File: config.mk
export PLATFORM = sky130hd
export DESIGN_NAME = incr_pattern_tester
export DESIGN_NICKNAME = d
export VERILOG_FILES = /design/src/rtl/ipg_pkg.sv /design/src/rtl/ipg_tx_gen.sv /design/src/rtl/ipg_rx_check.sv /design/src/rtl/ipg_xfer_timer.sv /design/src/rtl/incr_pattern_tester.sv
export SDC_FILE = /design/constraint.sdc
export NUM_CORES = 1
export LEC_CHECK = 0
export CAP_MARGIN = 20
export CORE_UTILIZATION = 45
export DETAILED_ROUTE_END_ITERATION = 8
export HOLD_SLACK_MARGIN = 0.15
export PLACE_DENSITY = 0.79
export REMOVE_ABC_BUFFERS = 1
export SKIP_LAST_GASP = 1
export SLEW_MARGIN = 10
export SYNTH_ARGS = -nofsm -noshare
export SYNTH_HDL_FRONTEND = slang
export SYNTH_SLANG_ARGS = --single-unit
File: constraint.sdc
create_clock -name clk -period 5.85 [get_ports clk]
set_input_delay 0.585 -clock clk [delete_from_list [all_inputs] [get_ports clk]]
set_output_delay 0.585 -clock clk [all_outputs]
set_load 0.005 [all_outputs]
File: src/rtl/ipg_pkg.sv
package ipg_pkg;

    localparam int QWORD_W = 64;
    localparam int LANE_W  = 32;

    typedef enum logic {
        TX_IDLE = 1'b0,
        TX_RUN  = 1'b1
    } tx_state_e;

    typedef struct packed {
        logic hold;
        logic verify;
    } cmd_t;

    typedef struct packed {
        logic started;
        logic stopped;
    } tmr_flags_t;

    // Two consecutive lane values per qword; the even value sits in the low lane.
    function automatic logic [QWORD_W-1:0] pattern_qword(input logic [LANE_W-1:0] idx);
        logic [LANE_W-1:0] even_v;
        even_v = {idx[LANE_W-2:0], 1'b0};
        return {even_v + LANE_W'(1), even_v};
    endfunction

endpackage

File: src/rtl/ipg_tx_gen.sv
module ipg_tx_gen
    import ipg_pkg::*;
#(
    parameter int CNT_W = 32
) (
    input  logic                clk,
    input  logic                rst,
    input  logic                cmd_go,
    input  cmd_t                cmd,
    input  logic [CNT_W-1:0]    total,
    input  logic                fifo_full,
    output logic                wr_en,
    output logic [QWORD_W-1:0]  wr_data,
    output logic [CNT_W-1:0]    count,
    output logic                running
);

    tx_state_e        state_q;
    logic [CNT_W-1:0] cnt_q;
    logic [CNT_W-1:0] cnt_next;

    assign running  = (state_q == TX_RUN);
    assign wr_en    = running && !fifo_full;
    assign cnt_next = cnt_q + CNT_W'(1);
    assign wr_data  = pattern_qword(LANE_W'(cnt_q));
    assign count    = cnt_q;

    always_ff @(posedge clk) begin
        if (rst) begin
            state_q <= TX_IDLE;
            cnt_q   <= '0;
        end else if (cmd_go) begin
            cnt_q   <= '0;
            state_q <= cmd.hold ? TX_IDLE : TX_RUN;
        end else if (wr_en) begin
            cnt_q <= cnt_next;
            if (cnt_next == total) begin
                state_q <= TX_IDLE;
            end
        end
    end

endmodule

File: src/rtl/ipg_rx_check.sv
module ipg_rx_check
    import ipg_pkg::*;
#(
    parameter int CNT_W = 32
) (
    input  logic                clk,
    input  logic                rst,
    input  logic                cmd_go,
    input  cmd_t                cmd,
    input  logic                fifo_empty,
    input  logic [QWORD_W-1:0]  rd_data,
    output logic                rd_en,
    output logic [CNT_W-1:0]    count,
    output logic                fail
);

    logic                rd_vld_q;
    logic                verify_q;
    logic                fail_q;
    logic [CNT_W-1:0]    cnt_q;
    logic [QWORD_W-1:0]  expect_w;
    logic                mismatch;

    assign rd_en    = !fifo_empty;
    assign expect_w = pattern_qword(LANE_W'(cnt_q));
    assign mismatch = rd_vld_q && verify_q && (rd_data != expect_w);
    assign count    = cnt_q;
    assign fail     = fail_q;

    always_ff @(posedge clk) begin
        if (rst) begin
            rd_vld_q <= 1'b0;
        end else begin
            rd_vld_q <= rd_en;
        end
    end

    always_ff @(posedge clk) begin
        if (rst) begin
            cnt_q    <= '0;
            verify_q <= 1'b0;
            fail_q   <= 1'b0;
        end else if (cmd_go) begin
            cnt_q    <= '0;
            verify_q <= cmd.verify;
            fail_q   <= 1'b0;
        end else begin
            if (rd_vld_q) begin
                cnt_q <= cnt_q + CNT_W'(1);
            end
            if (mismatch) begin
                fail_q <= 1'b1;
            end
        end
    end

endmodule

File: src/rtl/ipg_xfer_timer.sv
module ipg_xfer_timer
    import ipg_pkg::*;
#(
    parameter int CNT_W   = 32,
    parameter int TIMER_W = 48
) (
    input  logic               clk,
    input  logic               rst,
    input  logic               clear,
    input  logic               first_wr,
    input  logic [CNT_W-1:0]   rx_count,
    input  logic [CNT_W-1:0]   total,
    output logic [TIMER_W-1:0] value
);

    tmr_flags_t         flags_q;
    logic [TIMER_W-1:0] tick_q;
    logic               reached;

    assign reached = flags_q.started && (rx_count == total);
    assign value   = tick_q;

    always_ff @(posedge clk) begin
        if (rst || clear) begin
            flags_q <= '0;
            tick_q  <= '0;
        end else begin
            if (first_wr) begin
                flags_q.started <= 1'b1;
            end
            if (reached) begin
                flags_q.stopped <= 1'b1;
            end
            if (flags_q.started && !flags_q.stopped) begin
                tick_q <= tick_q + TIMER_W'(1);
            end
        end
    end

endmodule

File: src/rtl/incr_pattern_tester.sv
module incr_pattern_tester
    import ipg_pkg::*;
#(
    parameter int CNT_W   = 32,
    parameter int TIMER_W = 48
) (
    input  logic                 clk,
    input  logic                 rst,
    input  logic                 cmd_wr,
    input  logic                 cmd_stop,
    input  logic                 cmd_verify,
    input  logic [CNT_W-1:0]     total_qw,
    input  logic                 tx_full,
    output logic                 tx_wr_en,
    output logic [63:0]          tx_wr_data,
    input  logic                 rx_empty,
    output logic                 rx_rd_en,
    input  logic [63:0]          rx_rd_data,
    output logic                 busy,
    output logic                 fail,
    output logic [CNT_W-1:0]     tx_count,
    output logic [CNT_W-1:0]     rx_count,
    output logic [31:0]          timer_lo,
    output logic [TIMER_W-33:0]  timer_hi
);

    cmd_t               cmd_fields;
    logic [TIMER_W-1:0] timer_val;

    assign cmd_fields = '{hold: cmd_stop, verify: cmd_verify};

    ipg_tx_gen #(.CNT_W(CNT_W)) u_tx (
        .clk       (clk),
        .rst       (rst),
        .cmd_go    (cmd_wr),
        .cmd       (cmd_fields),
        .total     (total_qw),
        .fifo_full (tx_full),
        .wr_en     (tx_wr_en),
        .wr_data   (tx_wr_data),
        .count     (tx_count),
        .running   (busy)
    );

    ipg_rx_check #(.CNT_W(CNT_W)) u_rx (
        .clk        (clk),
        .rst        (rst),
        .cmd_go     (cmd_wr),
        .cmd        (cmd_fields),
        .fifo_empty (rx_empty),
        .rd_data    (rx_rd_data),
        .rd_en      (rx_rd_en),
        .count      (rx_count),
        .fail       (fail)
    );

    ipg_xfer_timer #(.CNT_W(CNT_W), .TIMER_W(TIMER_W)) u_tmr (
        .clk      (clk),
        .rst      (rst),
        .clear    (cmd_wr),
        .first_wr (tx_wr_en),
        .rx_count (rx_count),
        .total    (total_qw),
        .value    (timer_val)
    );

    assign timer_lo = timer_val[31:0];
    assign timer_hi = timer_val[TIMER_W-1:32];

endmodule

# After elaboration in Yosys (flattened, before gate mapping)
# Cells that the tools add are included.
[totals]
regBits = 118
input_bits = 103
out_inout_bits = 180
[classes]
n_addsub = 5
eq_ne = 3
muxes = 4
reduce_logical = 13
[op_table]
columns = ["operator", "count"]
rows = [
  ["32-bit by 1-bit adder with 32-bit output (second input constant)", 4],
  ["32-bit == test", 2],
  ["64-bit inequality test", 1],
  ["48-bit by 1-bit adder with 48-bit output (second input constant)", 1],
  ["1-bit logical AND", 5],
  ["1-bit two-way mux", 4],
  ["2-bit nonzero test", 2],
  ["1-bit logical NOT", 3],
  ["2-bit AND reduction", 1],
  ["2-bit OR reduction", 1],
  ["1-bit logical OR", 1],
]

# Longest topological paths before layout
[depth]
word_depth = 5
depth_mapped = 9
ltp_nobuf = 8

# Cells and area by module
# Synthesis repeated with hierarchy kept, for this count alone.
[hier_totals]
cells_unflattened = 1003
area_unflattened_um2 = 7972.6
[modules_own_cells]
columns = ["module", "instances", "cells_per_inst", "area_each_um2"]
rows = [
  ["ipg_tx_gen", 1, 396, 3017.9],
  ["ipg_xfer_timer", 1, 328, 2710.1],
  ["ipg_rx_check", 1, 279, 2244.7],
]

# Worst setup path before layout
# No wires, ideal clock.
[synth_path]
path_kind = "reg2reg"
start = "register u_tx.cnt_q[0] (netlist: u_tx.count[0])"
end = "register u_tx.state_q (netlist: u_tx.running)"
setup_time_ps = 115
arrival_ps = 2289
required_ps = 5735
setup_slack_ps = 3446
stages_incl_launch_ff = 8
n_path_buf = 0
synth_period_minus_slack_ps = 2404
cell_sequence = "dfxtp_1 > nand4_2 > or3_1 > xnor2_1 > or4_1 > nor4_1 > nand4_1 > and2_1"
[synth_via]
elab_chain_cells = 4
[synth_lines]
columns = ["element", "line", "rtl"]
rows = [
  ["start, declared", "ipg_tx_gen.sv:19", "logic [CNT_W-1:0] cnt_q;"],
  ["start signal, assigned", "ipg_tx_gen.sv:36", "cnt_q <= cnt_next;"],
  ["32-bit by 1-bit adder with 32-bit output", "ipg_tx_gen.sv:24", "assign cnt_next = cnt_q + CNT_W'(1);"],
  ["32-bit == test", "ipg_tx_gen.sv:37", "if (cnt_next == total) begin"],
  ["2-bit nonzero test (no line)", "--", ""],
  ["2-bit AND reduction (no line)", "--", ""],
  ["end signal, assigned", "ipg_tx_gen.sv:34", "state_q <= cmd.hold ? TX_IDLE : TX_RUN;"],
  ["end, declared", "ipg_tx_gen.sv:18", "tx_state_e state_q;"],
]
# No other way between the ends.
# A chain may end at the register's enable or synchronous reset.

# Worst setup path in the final report
[layout_path]
start = "input tx_full"
end = "output tx_wr_en"
[layout_via]
elab_chain_cells = 2
[layout_lines]
columns = ["element", "line", "rtl"]
rows = [
  ["start, declared", "incr_pattern_tester.sv:13", "input logic tx_full,"],
  ["1-bit logical NOT", "ipg_tx_gen.sv:23", "assign wr_en = running && !fifo_full;"],
  ["1-bit logical AND", "ipg_tx_gen.sv:23", ""],
  ["end, declared", "incr_pattern_tester.sv:14", "output logic tx_wr_en,"],
]
# No other way between the ends.

==> impl_metrics.ini <==
[timing]
tightest_slew_ns = 0.678
setup-violations-final = 0
timing.max_slew.rel_slack_pct = 53.6
finalClockSkew_ns = 0.00800
fin_worst_hold_slack_ns = 0.475
rsz0062_at_grt = no
maxSlewViolCount = 0
min_period_over_period_pct = 54.5
totalNegativeSetupSlack_ns = 0
finalWorstSetupSlack_ns = 2.66
report.final.hold_viol_count = 0
post-route-min-period_ns = 3.19
f_max_ghz = 0.314

[floorplanning]
initial_core_util_pct = 46.5
rows = 47
floorplan.die.height_um = 133
dieWidth_um = 133
die_area_mm2 = 0.0178
design.portCount = 283
core_area_mm2 = 0.0167

[logic_synthesis]
syn_area_per_cell_um2 = 7.98
synth.yosys.warnings = 0
yosys_reg_bits = 118
synth_sequential_area_ratio_pct = 30.4
syn-instance-count = 974
postSynth.topFlopCell = sky130_fd_sc_hd__dfxtp_1
netlist.top_cell.by_area = sky130_fd_sc_hd__dfxtp_1
synth_top_area_share_pct = 30.4
synth.lib_cells_used.distinct = 64
synth.area.top_cells = sky130_fd_sc_hd__dfxtp_1, sky130_fd_sc_hd__xnor2_1, sky130_fd_sc_hd__xor2_1
synth-edff-count = 0
synth.cell_area_mm2 = 0.00777
async_reset_ff_share_pct = 0

[layout]
antennaDiodeCount = 0
post-route-util_pct = 63.8
finalNetCount = 1269
areaGrowthSynthToFinish_pct = 37.2
layout_cell_share_with_drive_strength_beyond_1_pct = 4.36

[route]
detail_route.wirelength_um = 24600
drt_pre_antenna_iters = 5
num_vias = 7747
ant_nets = 0
route.detailed.drc = 0
wl_per_cell_um = 17.7
drt_iter0_drc = 491
route.detailed.vias_per_inst = 5.57

[clocking]
clock_path_buffers = 2
clock-sinks = 118
cts_tree = done
cts_repair_resize_count = 0
cts-buffers-inserted = 17
worst_setup_hold_path_clk_slew_ns = 0.05
postCtsSetupBuffers = 0
cts_hold_buffers = 0
htree_num_levels = 4
cts-root-buf = sky130_fd_sc_hd__clkbuf_16
worst_skew_pair.late_latency_ns = 0.42

[critical_path]
worstSetupPathType = in2out
worst_ep_arrival_time_ns = 2.60
worst_setup_ep_type = primary output
critPathLaunchType = primary input
path_max_fanout = 16
cp_data_required_time_ns = 5.27

[placement]
numPortBuffers = 280
gp_congestion = 0.949
dp.final_hpwl_um = 19000
detailedPlace.worstSlack_ns = 2.58

[power]
total_leakage_power_nw = 3.44
power.density_cell_area_mw_per_mm2 = 178
vdd_ir_drop_max_v = 0.000201

[global_routing]
grt_max_degree = 67
first_global_vias = 7210
initial_antenna_violation_count = 0
grt_usage_pct = 27.7
wire_length_of_the_first_global_routing_pass_um = 38400
grt_overflow = 0

[worst_hold_path]
hold_path_class = reg2reg

[outcome]
status = finished, final reports clean

[job]
max-cap-violations = 0
placed cells by master, fill, tap and decap left out, types with 3 or more instances in the layout:
master | Yosys | final
sky130_fd_sc_hd__nand3_1 | 53 | 53
sky130_fd_sc_hd__xnor2_1 | 118 | 118
sky130_fd_sc_hd__nand2_1 | 58 | 58
sky130_fd_sc_hd__a211oi_1 | 4 | 4
sky130_fd_sc_hd__nor4_4 | 3 | 3
sky130_fd_sc_hd__mux2i_1 | 3 | 3
sky130_fd_sc_hd__o22ai_1 | 6 | 6
sky130_fd_sc_hd__inv_1 | 18 | 18
sky130_fd_sc_hd__ha_1 | 3 | 3
sky130_fd_sc_hd__or4_1 | 7 | 7
sky130_fd_sc_hd__nor3_1 | 24 | 24
sky130_fd_sc_hd__and4_1 | 9 | 9
sky130_fd_sc_hd__and4_2 | 3 | 3
sky130_fd_sc_hd__buf_4 | 65 | 3
sky130_fd_sc_hd__and2_1 | 9 | 9
sky130_fd_sc_hd__a31oi_1 | 7 | 7
sky130_fd_sc_hd__o2111ai_1 | 3 | 3
sky130_fd_sc_hd__nor2_1 | 134 | 134
sky130_fd_sc_hd__nand4_1 | 39 | 39
sky130_fd_sc_hd__o31ai_1 | 5 | 5
sky130_fd_sc_hd__and3_1 | 24 | 24
sky130_fd_sc_hd__o21ai_0 | 22 | 22
sky130_fd_sc_hd__a21oi_1 | 33 | 33
sky130_fd_sc_hd__clkdlybuf4s50_1 | 0 | 280
sky130_fd_sc_hd__dfxtp_1 | 118 | 118
sky130_fd_sc_hd__xor2_1 | 69 | 69
sky130_fd_sc_hd__clkbuf_8 | 1 | 4
sky130_fd_sc_hd__nor4_1 | 19 | 19
sky130_fd_sc_hd__clkbuf_16 | 0 | 17
sky130_fd_sc_hd__nor2b_1 | 4 | 4
sky130_fd_sc_hd__nand3_2 | 3 | 3
sky130_fd_sc_hd__or3_1 | 21 | 21
worst max-delay path: stages:
cell and delay [ns]:
sky130_fd_sc_hd__clkdlybuf4s50_1 0.39, sky130_fd_sc_hd__nand2b_1 0.40, sky130_fd_sc_hd__inv_1 0.58, sky130_fd_sc_hd__clkdlybuf4s50_1 0.64
worst paths after layout:
kind	from	cells past startpoint	to	slack [ns]
hold reg to reg	u_rx.fail$_SDFFE_PP0P_	1	u_rx.fail$_SDFFE_PP0P_	0.48
setup reg to reg	u_tx.count[3]$_SDFFE_PP0P_	7	u_tx.running$_SDFFE_PP0P_	2.97
hold / removal	u_rx.fail$_SDFFE_PP0P_	1	u_rx.fail$_SDFFE_PP0P_	0.48
setup / recovery	tx_full	4	tx_wr_en	2.66
synthesized netlist by cell type (all sizes together) (4+ instances only):
cell	n
nand4	42
nor2b	4
buf	83
nor2	134
a31oi	7
and4	12
a21oi	33
o21ai	22
a211oi	4
nor3	24
dfxtp	118
clkbuf	30
inv	18
nand2	58
o22ai	6
and2	9
o31ai	5
xor2	69
nor4	24
or3	21
xnor2	118
or2	6
nand3	56
or4	8
and3	26
state kept, by name, indices dropped and copies added (netlist names):
register,count
u_tmr.value,48
u_rx.fail,1
u_rx.count,32
u_tmr.flags_q,2
u_tx.count,32
u_tx.running,1
u_rx.verify_q,1
u_rx.rd_vld_q,1
final cells by class:
cell class | instances | area (um2)
Clock buffer | 23 | 488
Clock inverter | 4 | 25.0
Fill cell | 1492 | 6040
Inverter | 19 | 71.3
Multi-Input combinational cell | 724 | 4610
Sequential cell | 118 | 2360
Tap cell | 220 | 275
Timing Repair Buffer | 283 | 2830
metal layers:
layer	vias up	part of all wire [%]	GRT usage [%]
li1	3672	-	-
met5	-	0	0
met2	366	50	47.9
met1	3644	39	32.1
met4	0	3.7	13.6
met3	65	7.1	6.58
power breakdown:
| group | leakage [nW] | internal [mW] | switching (mW) |
|---|---|---|---|
| logic | 2.24 | 0.0955 | 0.0716 |
| clock network | 0.249 | 0.571 | 0.352 |
| registers | 0.951 | 0.807 | 0.00338 |
cell families (layout without fill, tap and decap cells):
logic type	after synthesis	count (layout)	share of synthesized area [%]
fa+ha+maj	3	3	0.483
simple gates	434	434	29.7
buf+inv	132	329	10.3
compound gates	94	94	7.42
xor+xnor	187	187	21.1
other cells	2	2	0.0967
mux	4	4	0.531
flops	118	118	30.4
per-stage QoR:
stage | power [mW] | cells | cell area [um2]
detailed placement | 0.992 | 1364 | 10100
CTS | 1.91 | 1391 | 10700
floorplan | 0.885 | 861 | 7040
finish | 1.90 | 1391 | 10700
global route | 1.95 | 1391 | 10700
global placement | 0.990 | 1364 | 10100
No activity file was read; power rests on OpenSTA's default activity.
